## src/rtl/cmp_match_pkg.sv

```systemverilog
package cmp_match_pkg;

  localparam logic [3:0] MODE_OFF    = 4'b0000;
  localparam logic [3:0] MODE_TOGGLE = 4'b0010;
  localparam logic [3:0] MODE_SET    = 4'b1000;
  localparam logic [3:0] MODE_CLEAR  = 4'b1001;
  localparam logic [3:0] MODE_FLAG   = 4'b1010;
  localparam logic [3:0] MODE_EVENT  = 4'b1011;

  typedef enum logic [2:0] {
    ACT_NONE   = 3'd0,
    ACT_TOGGLE = 3'd1,
    ACT_SET    = 3'd2,
    ACT_CLEAR  = 3'd3,
    ACT_FLAG   = 3'd4,
    ACT_EVENT  = 3'd5
  } cm_act_e;

  function automatic cm_act_e cm_decode(input logic [3:0] m);
    cm_act_e a;
    case (m)
      MODE_TOGGLE: a = ACT_TOGGLE;
      MODE_SET:    a = ACT_SET;
      MODE_CLEAR:  a = ACT_CLEAR;
      MODE_FLAG:   a = ACT_FLAG;
      MODE_EVENT:  a = ACT_EVENT;
      default:     a = ACT_NONE;
    endcase
    return a;
  endfunction

endpackage

```

## src/rtl/cmp_rst_sync.sv

```systemverilog
module cmp_rst_sync #(
  parameter int STAGES = 2
) (
  input  logic clk,
  input  logic rst_n,
  output logic rst_sync_n
);

  logic [STAGES-1:0] chain_q;
  logic [STAGES-1:0] chain_d;

  always_comb begin
    chain_d = {chain_q[STAGES-2:0], 1'b1};
  end

  always_ff @(posedge clk or negedge rst_n) begin
    if (!rst_n) chain_q <= '0;
    else        chain_q <= chain_d;
  end

  assign rst_sync_n = chain_q[STAGES-1];

endmodule

```

## src/rtl/cmp_eq_detect.sv

```systemverilog
module cmp_eq_detect #(
  parameter int W     = 16,
  parameter int SLICE = 4
) (
  input  logic         clk,
  input  logic         rst_n,
  input  logic [W-1:0] a,
  input  logic [W-1:0] b,
  output logic         eq_now,
  output logic         eq_entry
);

  localparam int NSL = (W + SLICE - 1) / SLICE;
  localparam int PW  = NSL * SLICE;

  logic [PW-1:0]  a_p;
  logic [PW-1:0]  b_p;
  logic [NSL-1:0] slice_eq;
  logic           eq_q;
  logic           eq_d;

  always_comb begin
    a_p = '0;
    b_p = '0;
    a_p[W-1:0] = a;
    b_p[W-1:0] = b;
  end

  for (genvar i = 0; i < NSL; i++) begin : g_slice
    assign slice_eq[i] = (a_p[i*SLICE +: SLICE] == b_p[i*SLICE +: SLICE]);
  end

  assign eq_now   = &slice_eq;
  assign eq_entry = eq_now & ~eq_q;

  always_comb begin
    eq_d = eq_now;
  end

  // Reset to "already equal" so a value sitting at the compare point at
  // reset release is not treated as a fresh match.
  always_ff @(posedge clk or negedge rst_n) begin
    if (!rst_n) eq_q <= 1'b1;
    else        eq_q <= eq_d;
  end

endmodule

```

## src/rtl/cmp_mode_track.sv

```systemverilog
module cmp_mode_track
  import cmp_match_pkg::*;
(
  input  logic       clk,
  input  logic       rst_n,
  input  logic [3:0] mode_sel,
  output cm_act_e    act,
  output logic       off,
  output logic       preset_lo,
  output logic       preset_hi
);

  logic [3:0] mode_q;
  logic       mode_chg;
  logic       mode_en;

  assign act      = cm_decode(mode_sel);
  assign off      = (mode_sel == MODE_OFF);
  assign mode_chg = (mode_sel != mode_q);
  assign mode_en  = mode_chg;

  assign preset_lo = mode_chg & (act == ACT_SET);
  assign preset_hi = mode_chg & (act == ACT_CLEAR);

  always_ff @(posedge clk or negedge rst_n) begin
    if (!rst_n)       mode_q <= MODE_OFF;
    else if (mode_en) mode_q <= mode_sel;
  end

endmodule

```

## src/rtl/cmp_out_stage.sv

```systemverilog
module cmp_out_stage
  import cmp_match_pkg::*;
(
  input  logic    clk,
  input  logic    rst_n,
  input  cm_act_e act,
  input  logic    off,
  input  logic    preset_lo,
  input  logic    preset_hi,
  input  logic    hit,
  input  logic    adc_en,
  output logic    pin_out,
  output logic    match_irq,
  output logic    timer_clr,
  output logic    adc_start
);

  logic pin_q, pin_d, pin_en;
  logic irq_q, irq_d;
  logic clr_q, clr_d;
  logic adc_q, adc_d;
  logic act_hit;

  assign act_hit = hit & (act != ACT_NONE) & ~off;

  always_comb begin
    pin_d  = pin_q;
    pin_en = 1'b0;
    if (off) begin
      pin_d  = 1'b0;
      pin_en = 1'b1;
    end else if (act_hit && act == ACT_TOGGLE) begin
      pin_d  = ~pin_q;
      pin_en = 1'b1;
    end else if (act_hit && act == ACT_SET) begin
      pin_d  = 1'b1;
      pin_en = 1'b1;
    end else if (act_hit && act == ACT_CLEAR) begin
      pin_d  = 1'b0;
      pin_en = 1'b1;
    end else if (preset_lo) begin
      pin_d  = 1'b0;
      pin_en = 1'b1;
    end else if (preset_hi) begin
      pin_d  = 1'b1;
      pin_en = 1'b1;
    end
  end

  always_comb begin
    irq_d = act_hit;
    clr_d = act_hit & (act == ACT_EVENT);
    adc_d = act_hit & (act == ACT_EVENT) & adc_en;
  end

  always_ff @(posedge clk or negedge rst_n) begin
    if (!rst_n)      pin_q <= 1'b0;
    else if (pin_en) pin_q <= pin_d;
  end

  always_ff @(posedge clk or negedge rst_n) begin
    if (!rst_n) begin
      irq_q <= 1'b0;
      clr_q <= 1'b0;
      adc_q <= 1'b0;
    end else begin
      irq_q <= irq_d;
      clr_q <= clr_d;
      adc_q <= adc_d;
    end
  end

  assign pin_out   = pin_q;
  assign match_irq = irq_q;
  assign timer_clr = clr_q;
  assign adc_start = adc_q;

endmodule

```

## src/rtl/cmp_match_unit.sv

```systemverilog
module cmp_match_unit
  import cmp_match_pkg::*;
#(
  parameter int TIMER_W     = 16,
  parameter int CMP_SLICE   = 4,
  parameter int SYNC_STAGES = 2
) (
  input  logic               clk,
  input  logic               rst_n,
  input  logic [TIMER_W-1:0] timer_val,
  input  logic [TIMER_W-1:0] cmp_val,
  input  logic [3:0]         mode_sel,
  input  logic               adc_en,
  output logic               pin_out,
  output logic               match_irq,
  output logic               timer_clr,
  output logic               adc_start
);

  logic    rst_sync_n;
  logic    eq_now;
  logic    eq_entry;
  cm_act_e act;
  logic    off;
  logic    preset_lo;
  logic    preset_hi;
  logic    eq_unused;

  assign eq_unused = eq_now;

  cmp_rst_sync #(.STAGES(SYNC_STAGES)) u_rst (
    .clk        (clk),
    .rst_n      (rst_n),
    .rst_sync_n (rst_sync_n)
  );

  cmp_eq_detect #(.W(TIMER_W), .SLICE(CMP_SLICE)) u_eq (
    .clk      (clk),
    .rst_n    (rst_sync_n),
    .a        (timer_val),
    .b        (cmp_val),
    .eq_now   (eq_now),
    .eq_entry (eq_entry)
  );

  cmp_mode_track u_mode (
    .clk       (clk),
    .rst_n     (rst_sync_n),
    .mode_sel  (mode_sel),
    .act       (act),
    .off       (off),
    .preset_lo (preset_lo),
    .preset_hi (preset_hi)
  );

  cmp_out_stage u_out (
    .clk       (clk),
    .rst_n     (rst_sync_n),
    .act       (act),
    .off       (off),
    .preset_lo (preset_lo),
    .preset_hi (preset_hi),
    .hit       (eq_entry),
    .adc_en    (adc_en),
    .pin_out   (pin_out),
    .match_irq (match_irq),
    .timer_clr (timer_clr),
    .adc_start (adc_start)
  );

endmodule

```

## config.mk

```make
export PLATFORM = sky130hd
export DESIGN_NAME = cmp_match_unit
export DESIGN_NICKNAME = d
export VERILOG_FILES = /design/src/rtl/cmp_match_pkg.sv /design/src/rtl/cmp_rst_sync.sv /design/src/rtl/cmp_eq_detect.sv /design/src/rtl/cmp_mode_track.sv /design/src/rtl/cmp_out_stage.sv /design/src/rtl/cmp_match_unit.sv
export SDC_FILE = /design/constraint.sdc
export NUM_CORES = 1
export LEC_CHECK = 0
export CORE_MARGIN = 2
export CORE_UTILIZATION = 32
export DETAILED_ROUTE_END_ITERATION = 8
export HOLD_SLACK_MARGIN = 0.1
export PLACE_DENSITY = 0.75
export SYNTH_ARGS = -nofsm -noshare
export SYNTH_HDL_FRONTEND = slang
export SYNTH_SLANG_ARGS = --single-unit
export TNS_END_PERCENT = 20
```

## constraint.sdc

```tcl
create_clock -name clk -period 0.8 [get_ports clk]
set_input_delay 0.08 -clock clk [delete_from_list [all_inputs] [get_ports clk]]
set_output_delay 0.08 -clock clk [all_outputs]
set_load 0.05 [all_outputs]
```

==> flow_metrics.env <==
export IMPL_status="finished with violations"
export IMPL_failed_checks="negative setup slack"
export IMPL_routed_wl_mm=1.67
export IMPL_p_sw_uw=344
export IMPL_synth_area_per_cell_um2=10.4
export IMPL_track_usage=0.152
export IMPL_areaGrowthSynthToFinish_pct=85.4
export IMPL_setup_worst_path_class="reg -> reg"
export IMPL_post_route_util=0.633
export IMPL_clock_latency_ns=0.27
export IMPL_tritoncts="built"
export IMPL_htreeDepth=1
export IMPL_fin_crit_ns=1.47
export IMPL_synth_seq_area_share=0.409
export IMPL_fin_nets=156
export IMPL_synth_main_ff_cell="dfrtp_1"
export IMPL_ys_ff_latch=11
export IMPL_finalSetupViolCount=9
export IMPL_syn_inst=65
export IMPL_fmax_mhz=680
export IMPL_dp_hpwl_mm=1.49
export IMPL_ir_worst_vdd_v=0.00108
export IMPL_synth_edff_count=0
export IMPL_initial_core_util=0.342
export IMPL_setup_slack_ns=-0.672
export IMPL_dp_cells=138
export IMPL_clk_path_buf_depth=2
export IMPL_fin_cells=143
export IMPL_gp_congestion=0.874
export IMPL_p_leak_uw=0.000539
export IMPL_cts_sinks=11
export IMPL_rows=16
export IMPL_slew_violations=0
export IMPL_grt_max_degree=10
export IMPL_synth_area_um2=677
export IMPL_drc=0
export IMPL_pwr_share_clk=0.273
export IMPL_async_flop_share=1.00
export IMPL_rsz0062_at_grt="yes"
export IMPL_synth_top_cell_by_area="dfrtp_1"
export IMPL_initialDrtViolationCount=3
export IMPL_die_w_um=50.0
export IMPL_p_sw_frac=0.249
export IMPL_ys_warn_count=0
export IMPL_worst_path_max_fanout=2
export IMPL_core_area_um2=1980
export IMPL_port_buffers=42
export IMPL_yosysTopAreaCellShare=0.370
export IMPL_fillers=152
export IMPL_r2r_start="u_mode.mode_q[0]$_DFFE_PN0P_"
export IMPL_drt_pass1_iterations=2
export IMPL_skew_ns=0.000902
export IMPL_ios=43
export IMPL_design_die_area_um2=2500
export IMPL_setup_worst_path_end_class="register"
export IMPL_cts_setup_buffers=0
export IMPL_pwr_share_comb=0.300
export IMPL_cp_startpoint="u_mode.mode_q[0]$_DFFE_PN0P_"
export IMPL_drive_gt1_frac=0.216
export IMPL_grt_ovfl_total=0
export IMPL_min_path_type="reg -> async"
export IMPL_cp_arrival_ns=1.67
export IMPL_synth_fp_nets=104
export IMPL_start_kind="register"
export IMPL_finalHoldViolCount=0
export IMPL_cts_root_buf="clkbuf_4"
export IMPL_grt_pass1_wl_mm=2.80
export IMPL_viasPerCell=4.65
export IMPL_cp_required_ns=1.00
export IMPL_cts_buffers=3
export IMPL_clkTransAtPathRegs_ns=0.07
export IMPL_pre_cts_slack_ns=-0.959
export IMPL_seq_power_share=0.427
export IMPL_final_period_utilization=1.84
export IMPL_antenna_found_initial=0
export IMPL_ys_top_cells_by_area="dfrtp_1 (37%), xor2_1 (22%), nor4_2 (7.4%), dfstp_2 (3.9%), or3_1 (2.8%)"
export IMPL_diodes=0
export IMPL_ys_types=26
export IMPL_ant_nets=0
export IMPL_cap_violations=0
export IMPL_die_h_um=50.0
export IMPL_p_int_uw=1040
export IMPL_vias=665
export IMPL_wl_per_cell_um=11.7
export IMPL_power_density_nw_per_um2=1100
export IMPL_grt_pass1_vias=698
-- final timing paths --
check | slack (ns) | end | cells after the start
max | -0.67 | u_out.pin_out$_DFFE_PN0P_ | 5
min in group clk | 0.37 | u_rst.chain_q[1]$_DFF_PN0_ | 0
max in group asynchronous | 0.14 | u_rst.chain_q[1]$_DFF_PN0_ | 2
max reg2reg | -0.67 | u_out.pin_out$_DFFE_PN0P_ | 5
min reg2reg | 0.13 | u_out.match_irq$_DFF_PN0_ | 0
min | 0.13 | u_out.match_irq$_DFF_PN0_ | 0
-- power groups by stage --
stage	logic (µW)	clock network [µW]	registers [µW]
3_5_place_dp	413	0	602
4_1_cts	420	396	592
6_report	415	377	591
3_3_place_gp	403	0	601
5_1_grt	451	432	594
2_1_floorplan	132	0	609
-- layout make-up --
cell class | count | area (µm²) | share of cell area
multi-input cells | 46 | 364 | 0.290
flip-flops and latches | 11 | 278 | 0.221
well taps | 27 | 33.8 | 0.0269
repair buffers | 52 | 542 | 0.432
inverters | 3 | 11.3 | 0.00897
clock buffers | 4 | 26.3 | 0.0209
-- sequential cells by signal (all words and copies together) (netlist names) --
signal,count
u_out.match_irq,1
u_mode.mode_q,4
u_rst.chain_q,2
u_out.pin_out,1
u_eq.eq_q,1
u_out.adc_start,1
u_out.timer_clr,1
-- worst max-delay path, stage by stage, from the launching register on --
cell	delay [ns]
dfrtp_1	0.38
or3b_1	0.38
a2111oi_2	0.30
or4_1	0.16
o211ai_1	0.08
nand4_1	0.10
-- metal layers --
metal,wire length [µm],vias to the layer above,share of wire,track usage
li1,-,326,-,-
met1,572,312,0.34,0.141
met2,968,24,0.58,0.294
met3,114,3,0.068,0.0697
met4,10,0,0.0060,0.0370
met5,0,-,0,0
-- cell usage after synthesis (3+ instances only) --
cell / count
nor4_2: 4
clkbuf_1: 3
xor2_1: 17
or3_1: 3
dfrtp_1: 10
nand2_1: 3
inv_1: 3
nor2_1: 4
-- stage by stage --
step | total power (µW) | cell area [µm²] | TNS (ns) | hold slack, ns
after floorplan | 741 | 678 | -1.25 | -0.216
final | 1380 | 1250 | -2.97 | 0.135
after detailed placement | 1020 | 1210 | -4.01 | 0.149
after global placement | 1000 | 1210 | -3.90 | 0.146
after CTS | 1410 | 1250 | -3.10 | 0.152
after global routing | 1480 | 1250 | -3.52 | 0.172
-- kinds of logic (layout without fill, tap and decap cells) --
logic type | after synthesis | after routing | share of synthesized area
other | 1 | 1 | 0.00554
AND/OR/NAND/NOR | 21 | 21 | 0.222
buffers and inverters | 8 | 59 | 0.0536
multiplexers | 1 | 1 | 0.0148
flip-flops | 11 | 11 | 0.409
AO/OA/AOI/OAI | 6 | 6 | 0.0758
XOR/XNOR | 17 | 17 | 0.220
-- repair_timing --
action / CTS / global route
endpoints found under the setup margin: 9 / 9
gates resized for setup: 1 / 0
endpoints found under the hold margin: 2 / 0
gates cloned: 0 / 0
pin swaps: 1 / 2
hold buffers: 1 / 0
-- placed cells by master, fill, tap and decap left out, drive strengths merged --
cell	Yosys	layout
clkdlybuf4s50	0	38
xor2	17	17
buf	1	13
dfrtp	10	10
nor4	4	4
nor2	4	4
clkbuf	3	4
inv	3	3
or3	3	3
nand2	3	3
nand4	2	2
a2111oi	2	2
a21oi	1	1
and3	1	1
and4	1	1
mux2i	1	1
nor3	1	1
o21ai	1	1
a211o	1	1
or3b	1	1
or4	1	1
o211ai	1	1
dlygate4sd3	0	1
dfstp	1	1
conb	1	1
(Power assumes the default switching activity.)
